## src/rtl/tcv_pkg.sv

```systemverilog
package tcv_pkg;
  localparam int TEMP_W = 9;
  localparam int WORD_W = 16;
  localparam logic signed [TEMP_W-1:0] TEMP_MIN = -9'sd110;
  localparam logic signed [TEMP_W-1:0] TEMP_MAX = 9'sd250;

  typedef struct packed {
    logic preset;
    logic tick;
    logic capture;
  } tcvStrobe_t;
endpackage

```

## src/rtl/tcv_ctrl.sv

```systemverilog
module tcv_ctrl
  import tcv_pkg::*;
(
  input  logic       clk,
  input  logic       rstN,
  input  logic       startPulse,
  input  logic       gateIn,
  input  logic       tickEn,
  output tcvStrobe_t strobe,
  output logic       busy,
  output logic       donePulse
);
  logic running;
  logic seenGate;

  always_comb begin
    strobe         = '0;
    strobe.preset  = !running && startPulse;
    strobe.tick    = running && gateIn && tickEn;
    strobe.capture = running && seenGate && !gateIn;
  end

  always_ff @(posedge clk) begin
    if (!rstN) begin
      running   <= 1'b0;
      seenGate  <= 1'b0;
      donePulse <= 1'b0;
    end else begin
      donePulse <= strobe.capture;
      if (strobe.preset) begin
        running  <= 1'b1;
        seenGate <= 1'b0;
      end else if (strobe.capture) begin
        running  <= 1'b0;
      end else if (running && gateIn) begin
        seenGate <= 1'b1;
      end
    end
  end

  assign busy = running;
endmodule

```

## src/rtl/tcv_datapath.sv

```systemverilog
module tcv_datapath
  import tcv_pkg::*;
#(
  parameter int CNT_W      = 16,
  parameter int BASE_COUNT = 300,
  parameter int SLOPE_BASE = 40,
  parameter int SLOPE_STEP = 1
) (
  input  logic              clk,
  input  logic              rstN,
  input  tcvStrobe_t        strobe,
  input  logic [7:0]        limitHigh,
  input  logic [7:0]        limitLow,
  output logic [WORD_W-1:0] tempWord,
  output logic [CNT_W-1:0]  countLeft,
  output logic [CNT_W-1:0]  countPerStep,
  output logic              alarmFlag
);
  localparam int EXT_W = WORD_W - TEMP_W;
  localparam logic [CNT_W-1:0] BASE_V  = CNT_W'(BASE_COUNT);
  localparam logic [CNT_W-1:0] SLOPE_V = CNT_W'(SLOPE_BASE);
  localparam logic [CNT_W-1:0] STEP_V  = CNT_W'(SLOPE_STEP);

  logic [CNT_W-1:0]         downCnt;
  logic [CNT_W-1:0]         slopeAcc;
  logic signed [TEMP_W-1:0] tempReg;
  logic                     atTop;
  logic signed [7:0]        wholeDeg;
  logic                     outside;

  assign atTop    = (tempReg == TEMP_MAX);
  assign wholeDeg = tempReg[TEMP_W-1:1];
  assign outside  = (wholeDeg > $signed(limitHigh)) || (wholeDeg < $signed(limitLow));

  always_ff @(posedge clk) begin
    if (!rstN) begin
      downCnt  <= '0;
      slopeAcc <= '0;
      tempReg  <= '0;
    end else if (strobe.preset) begin
      downCnt  <= BASE_V;
      slopeAcc <= SLOPE_V;
      tempReg  <= TEMP_MIN;
    end else if (strobe.tick && !atTop) begin
      if (downCnt == CNT_W'(1)) begin
        tempReg  <= tempReg + 9'sd1;
        downCnt  <= slopeAcc;
        slopeAcc <= slopeAcc + STEP_V;
      end else begin
        downCnt <= downCnt - CNT_W'(1);
      end
    end
  end

  always_ff @(posedge clk) begin
    if (!rstN) begin
      tempWord     <= '0;
      countLeft    <= '0;
      countPerStep <= '0;
      alarmFlag    <= 1'b0;
    end else if (strobe.capture) begin
      tempWord     <= {{EXT_W{tempReg[TEMP_W-1]}}, tempReg};
      countLeft    <= downCnt;
      countPerStep <= slopeAcc;
      alarmFlag    <= outside;
    end
  end
endmodule

```

## src/rtl/temp_osc_counter.sv

```systemverilog
module temp_osc_counter
  import tcv_pkg::*;
#(
  parameter int CNT_W      = 16,
  parameter int BASE_COUNT = 300,
  parameter int SLOPE_BASE = 40,
  parameter int SLOPE_STEP = 1
) (
  input  logic             clk,
  input  logic             rstN,
  input  logic             startPulse,
  input  logic             gateIn,
  input  logic             tickEn,
  input  logic [7:0]       limitHigh,
  input  logic [7:0]       limitLow,
  output logic [15:0]      tempWord,
  output logic [CNT_W-1:0] countLeft,
  output logic [CNT_W-1:0] countPerStep,
  output logic             alarmFlag,
  output logic             donePulse,
  output logic             busy
);
  tcvStrobe_t strobe;

  tcv_ctrl u_ctrl (
    .clk        (clk),
    .rstN       (rstN),
    .startPulse (startPulse),
    .gateIn     (gateIn),
    .tickEn     (tickEn),
    .strobe     (strobe),
    .busy       (busy),
    .donePulse  (donePulse)
  );

  tcv_datapath #(
    .CNT_W      (CNT_W),
    .BASE_COUNT (BASE_COUNT),
    .SLOPE_BASE (SLOPE_BASE),
    .SLOPE_STEP (SLOPE_STEP)
  ) u_dp (
    .clk          (clk),
    .rstN         (rstN),
    .strobe       (strobe),
    .limitHigh    (limitHigh),
    .limitLow     (limitLow),
    .tempWord     (tempWord),
    .countLeft    (countLeft),
    .countPerStep (countPerStep),
    .alarmFlag    (alarmFlag)
  );
endmodule

```

## config.mk

```make
export PLATFORM = sky130hd
export DESIGN_NAME = temp_osc_counter
export DESIGN_NICKNAME = d
export VERILOG_FILES = /design/src/rtl/tcv_pkg.sv /design/src/rtl/tcv_ctrl.sv /design/src/rtl/tcv_datapath.sv /design/src/rtl/temp_osc_counter.sv
export SDC_FILE = /design/constraint.sdc
export NUM_CORES = 1
export LEC_CHECK = 0
export ABC_AREA = 0
export CAP_MARGIN = 5
export CORE_MARGIN = 3
export CORE_UTILIZATION = 53
export CTS_CLUSTER_DIAMETER = 150
export DETAILED_ROUTE_END_ITERATION = 7
export GPL_TIMING_DRIVEN = 0
export HOLD_SLACK_MARGIN = 0.03
export PLACE_DENSITY = 0.82
export SETUP_SLACK_MARGIN = 0.15
export SYNTH_ARGS = -nofsm -noshare
export SYNTH_HDL_FRONTEND = slang
export SYNTH_SLANG_ARGS = --single-unit
export TNS_END_PERCENT = 1
```

## constraint.sdc

```tcl
create_clock -name clk -period 2.6 [get_ports clk]
set_input_delay 0.26 -clock clk [delete_from_list [all_inputs] [get_ports clk]]
set_output_delay 0.26 -clock clk [all_outputs]
set_load 0.005 [all_outputs]
```

==> summary.md <==
| Metric | Value |
|---|---|
| Cell Rows | 31 |
| Area grow syn2layout | 25.41% |
| Worst slew pin tran | around 0.7 ns |
| Synth area leader | dfxtp_1 |
| CTS Buf Count | 9 |
| Fin Clk Skew | between 0.008 and 0.009 ns |
| CTS tree | yes |
| Yosys cell types | 54 |
| Largest net degree at the start of global routing | 16 |
| Synth async-reset ratio | 0 |
| Share of cells above drive strength 1 | 0.06414 |
| Period utilization | 0.8999 |
| CTS Root Buffer Type | clkbuf_8 |
| Cells on worst reg2reg path | 6 |
| Final std cells w/o fill | 707 |
| # IOs | just over 70 |
| Aggregate global-route resource usage | 0.2559 |
| 1st-iter DRT viols | between 200 and 300 |
| Worst-skew pair later-pin latency | about 0.36 ns |
| Post-synth top flop | dfxtp_1 |
| Hold path startpoint | u_dp.countLeft[5]$_SDFFE_PN0P_ |
| # setup viols final | 0 |
| Power density over the cells | 505.3 nW/um^2 |
| Routed WL per cell | around 16 um |
| Outcome | completed |
| Worst min-delay path class | reg2reg |
| DPL Wire Length | 8.142 mm |
| Via/cell ratio | ~5.7 |
| Die X | roughly 95 um |
| Top post-synthesis cells by count | 97 x nand2_1, 86 x dfxtp_1, 78 x a21oi_1 |
| Detailed Routing Iterations Pass 1 | 5 |
| Initial antenna violation count | 0 |
| Reg clk slew, reported paths | 0.09 ns |
| FF-to-FF End | u_dp.downCnt[3]$_SDFFE_PN0P_ |
| R2r setup slk | ~0.26 ns |
| Unrepaired setup endpoints after global routing | true |
| Critical path's slowest cell | o41a_1 |
| Final Slew Violations | 0 |
| Cells after synthesis | 519 |
| FF+latch count, synth | 86 |
| Placer Congestion | approximately 0.88 |
| Setup TNS | 0 ns |
| Clock tree sinks | 86 |
| Synth top area cells | dfxtp_1 41%, a21oi_1 9.4%, nand2_1 8.7% |
| IO buf count | between 70 and 80 |
| Die footprint | about 9000 um^2 |
| Seq/Total Area, Yosys | 0.4133 |
| Post-Place Cells | around 690 |
| Crit Path Class | reg2reg |
| Avg Cell Area, Syn | 8.026 um^2 |
| CP Cell Sequence | nand4_1 > o41a_1 > buf_2 > clkbuf_1 > nand2_1 > o22ai_1 |
| Drt total wl | about 11 mm |
| Rel. slew slack | 0.5260 |
| Worst EP arrival | around 2.6 ns |
| Top-count cell post-synth | nand2_1 |
| GR Overflow Total | 0 |
| Via count | ~4100 |
| Max-Cap Viols | 0 |
| Global-route wire length before repair | 17.86 mm |
| Total core area | roughly 7400 um^2 |
| Vias in the first global route | 3663 |
| Initial Utilization | 0.5593 |
| H-tree lvl count | 3 |
| Final hold violations | 0 |
| Kind of end point of the critical path | flip-flop |
| Die height | roughly 95 um |
| Worst VDD drop | approximately 0.28 mV |
| Yosys Warn Count | 0 |
| Max stage delay on crit path | roughly 0.52 ns |
| Bufs on Longest Clock Path | 2 |
| Post-layout min period | 2.340 ns |
| Post-Syn Area | approximately 4200 um^2 |
| Antenna Diode Count | 0 |
| Worst reg2reg path startpoint | u_dp.tempReg[5]$_SDFFE_PP0P_ |
| Leak | between 1.5 and 2 nW |
| Number of synthesized flops with an enable pin | 0 |
| Syn nets | 560 |
| Fin nets | around 640 |
| DRT antenna net count | 0 |
| CP Data Required Time | 2.83 ns |
| Filler instances | about 630 |
| Max Clk Rate | approximately 0.43 GHz |
| Drc violations | 0 |
| CP startpoint kind | flip-flop |
| Hold endpoint | u_dp.countLeft[5]$_SDFFE_PN0P_ |
| Max FO, Critical Path | 10 |
| Worst hold stages | 2 |
| Post-synth top area share | 0.4133 |
-- sequential cells by signal, summed over array words and instances (netlist names) --
signal             count
u_dp.slopeAcc         16
u_dp.tempReg           9
u_ctrl.seenGate        1
u_dp.countLeft        16
u_dp.downCnt          16
u_dp.alarmFlag         1
u_dp.tempWord          9
u_ctrl.busy            1
u_dp.countPerStep     16
u_ctrl.donePulse       1
-- final cells by class --
cell class / count / area [um^2] / share of cell area
Multi-Input combinational cell: 373 / 2186 / 0.4184
Timing Repair Buffer: 73 / 725.7 / 0.1389
Inverter: 26 / 97.59 / 0.01868
Tap cell: 99 / 123.9 / 0.02371
Sequential cell: 86 / 1722 / 0.3296
Clock inverter: 6 / 70.07 / 0.01341
Buffer: 34 / 161.4 / 0.03090
Clock buffer: 10 / 137.6 / 0.02635
-- power breakdown --
group	internal, mW	switching [mW]
Combinational	0.121	0.177
Clock	0.475	0.493
Sequential	1.34	0.0374
-- how the worst max path moves through the flow --
stage                                       from                              to  cells past startpoint
floorplan           u_dp.tempReg[0]$_SDFFE_PP0P_  u_dp.slopeAcc[12]$_SDFFE_PP0P_                      8
global placement                          gateIn    u_dp.downCnt[3]$_SDFFE_PN0P_                      7
detailed placement                        gateIn    u_dp.downCnt[3]$_SDFFE_PN0P_                      7
CTS                 u_dp.downCnt[0]$_SDFFE_PP0P_    u_dp.downCnt[8]$_SDFFE_PN0P_                      7
global route        u_dp.tempReg[0]$_SDFFE_PP0P_   u_dp.downCnt[15]$_SDFFE_PP0P_                      8
finish              u_dp.tempReg[5]$_SDFFE_PP0P_    u_dp.downCnt[3]$_SDFFE_PN0P_                      6
-- logic make-up after synthesis --
| group | Yosys count | share of synthesized area |
|---|---|---|
| AND/OR/NAND/NOR | 201 | 0.2379 |
| XOR/XNOR | 13 | 0.02734 |
| adder cells (fa/ha/maj) | 20 | 0.06008 |
| buffers and inverters | 60 | 0.06188 |
| multiplexers | 3 | 0.007510 |
| flip-flops | 86 | 0.4133 |
| AO/OA/AOI/OAI | 136 | 0.1920 |
-- timing repair --
action                                 4_1_cts  5_1_grt
hold buffers                                 0        0
gates resized for setup                      0        1
setup buffers                                0        2
endpoints found under the hold margin        0        0
setup endpoints to repair                    0       16
-- cell usage in the layout (no fill, tap or decap), types with 2 or more instances in the layout --
cell	n
nor4_1	7
a21o_1	3
nand2b_1	2
nand2_1	97
nand3_1	19
inv_1	25
a221oi_1	3
clkinvlp_4	3
o211ai_1	3
buf_4	10
buf_2	2
mux2i_1	2
xor2_1	3
clkdlybuf4s50_1	71
nor3b_1	2
o21ai_1	10
clkbuf_1	23
or4_1	4
nor2b_1	2
ha_1	20
and3_1	7
nor2_1	23
o21ai_0	10
clkbuf_8	10
nand3_2	2
or3_1	6
or2_2	2
a21oi_1	78
nor3_1	7
dfxtp_1	86
xnor2_1	10
a211oi_1	4
o31ai_1	5
a31oi_1	4
nand3b_1	2
o22ai_1	7
nand4_1	11
-- stage by stage --
stage / worst slack, ns / hold WS [ns] / total power, mW / util / cell area, um^2
6_report: 0.2603 / 0.4561 / 2.640 / 0.7014 / 5224
5_1_grt: 0.1073 / 0.4779 / 2.748 / 0.7014 / 5224
4_1_cts: 0.1926 / 0.4578 / 2.648 / 0.6993 / 5207
3_5_place_dp: 0.1324 / 0.4460 / 1.693 / 0.6714 / 5000
3_3_place_gp: 0.1354 / 0.4441 / 1.684 / 0.6714 / 5000
2_1_floorplan: 0.6589 / 0.3957 / 1.589 / - / 4165
-- critical path, delay by kind of cell (launching register included) --
family / cells / cell delay (ns)
compound gates: 2 / 0.65
buf+inv: 2 / 0.49
simple gates: 2 / 0.59
flops: 1 / 0.49
-- per-layer routing --
layer,vias to the layer above,part of all wire,GRT usage
met5,-,0,0
met4,0,0.026,0.1238
met3,29,0.060,0.04223
met2,157,0.45,0.3917
met1,1872,0.46,0.3502
li1,2000,-,-
Power figures use the tool's default switching activity.
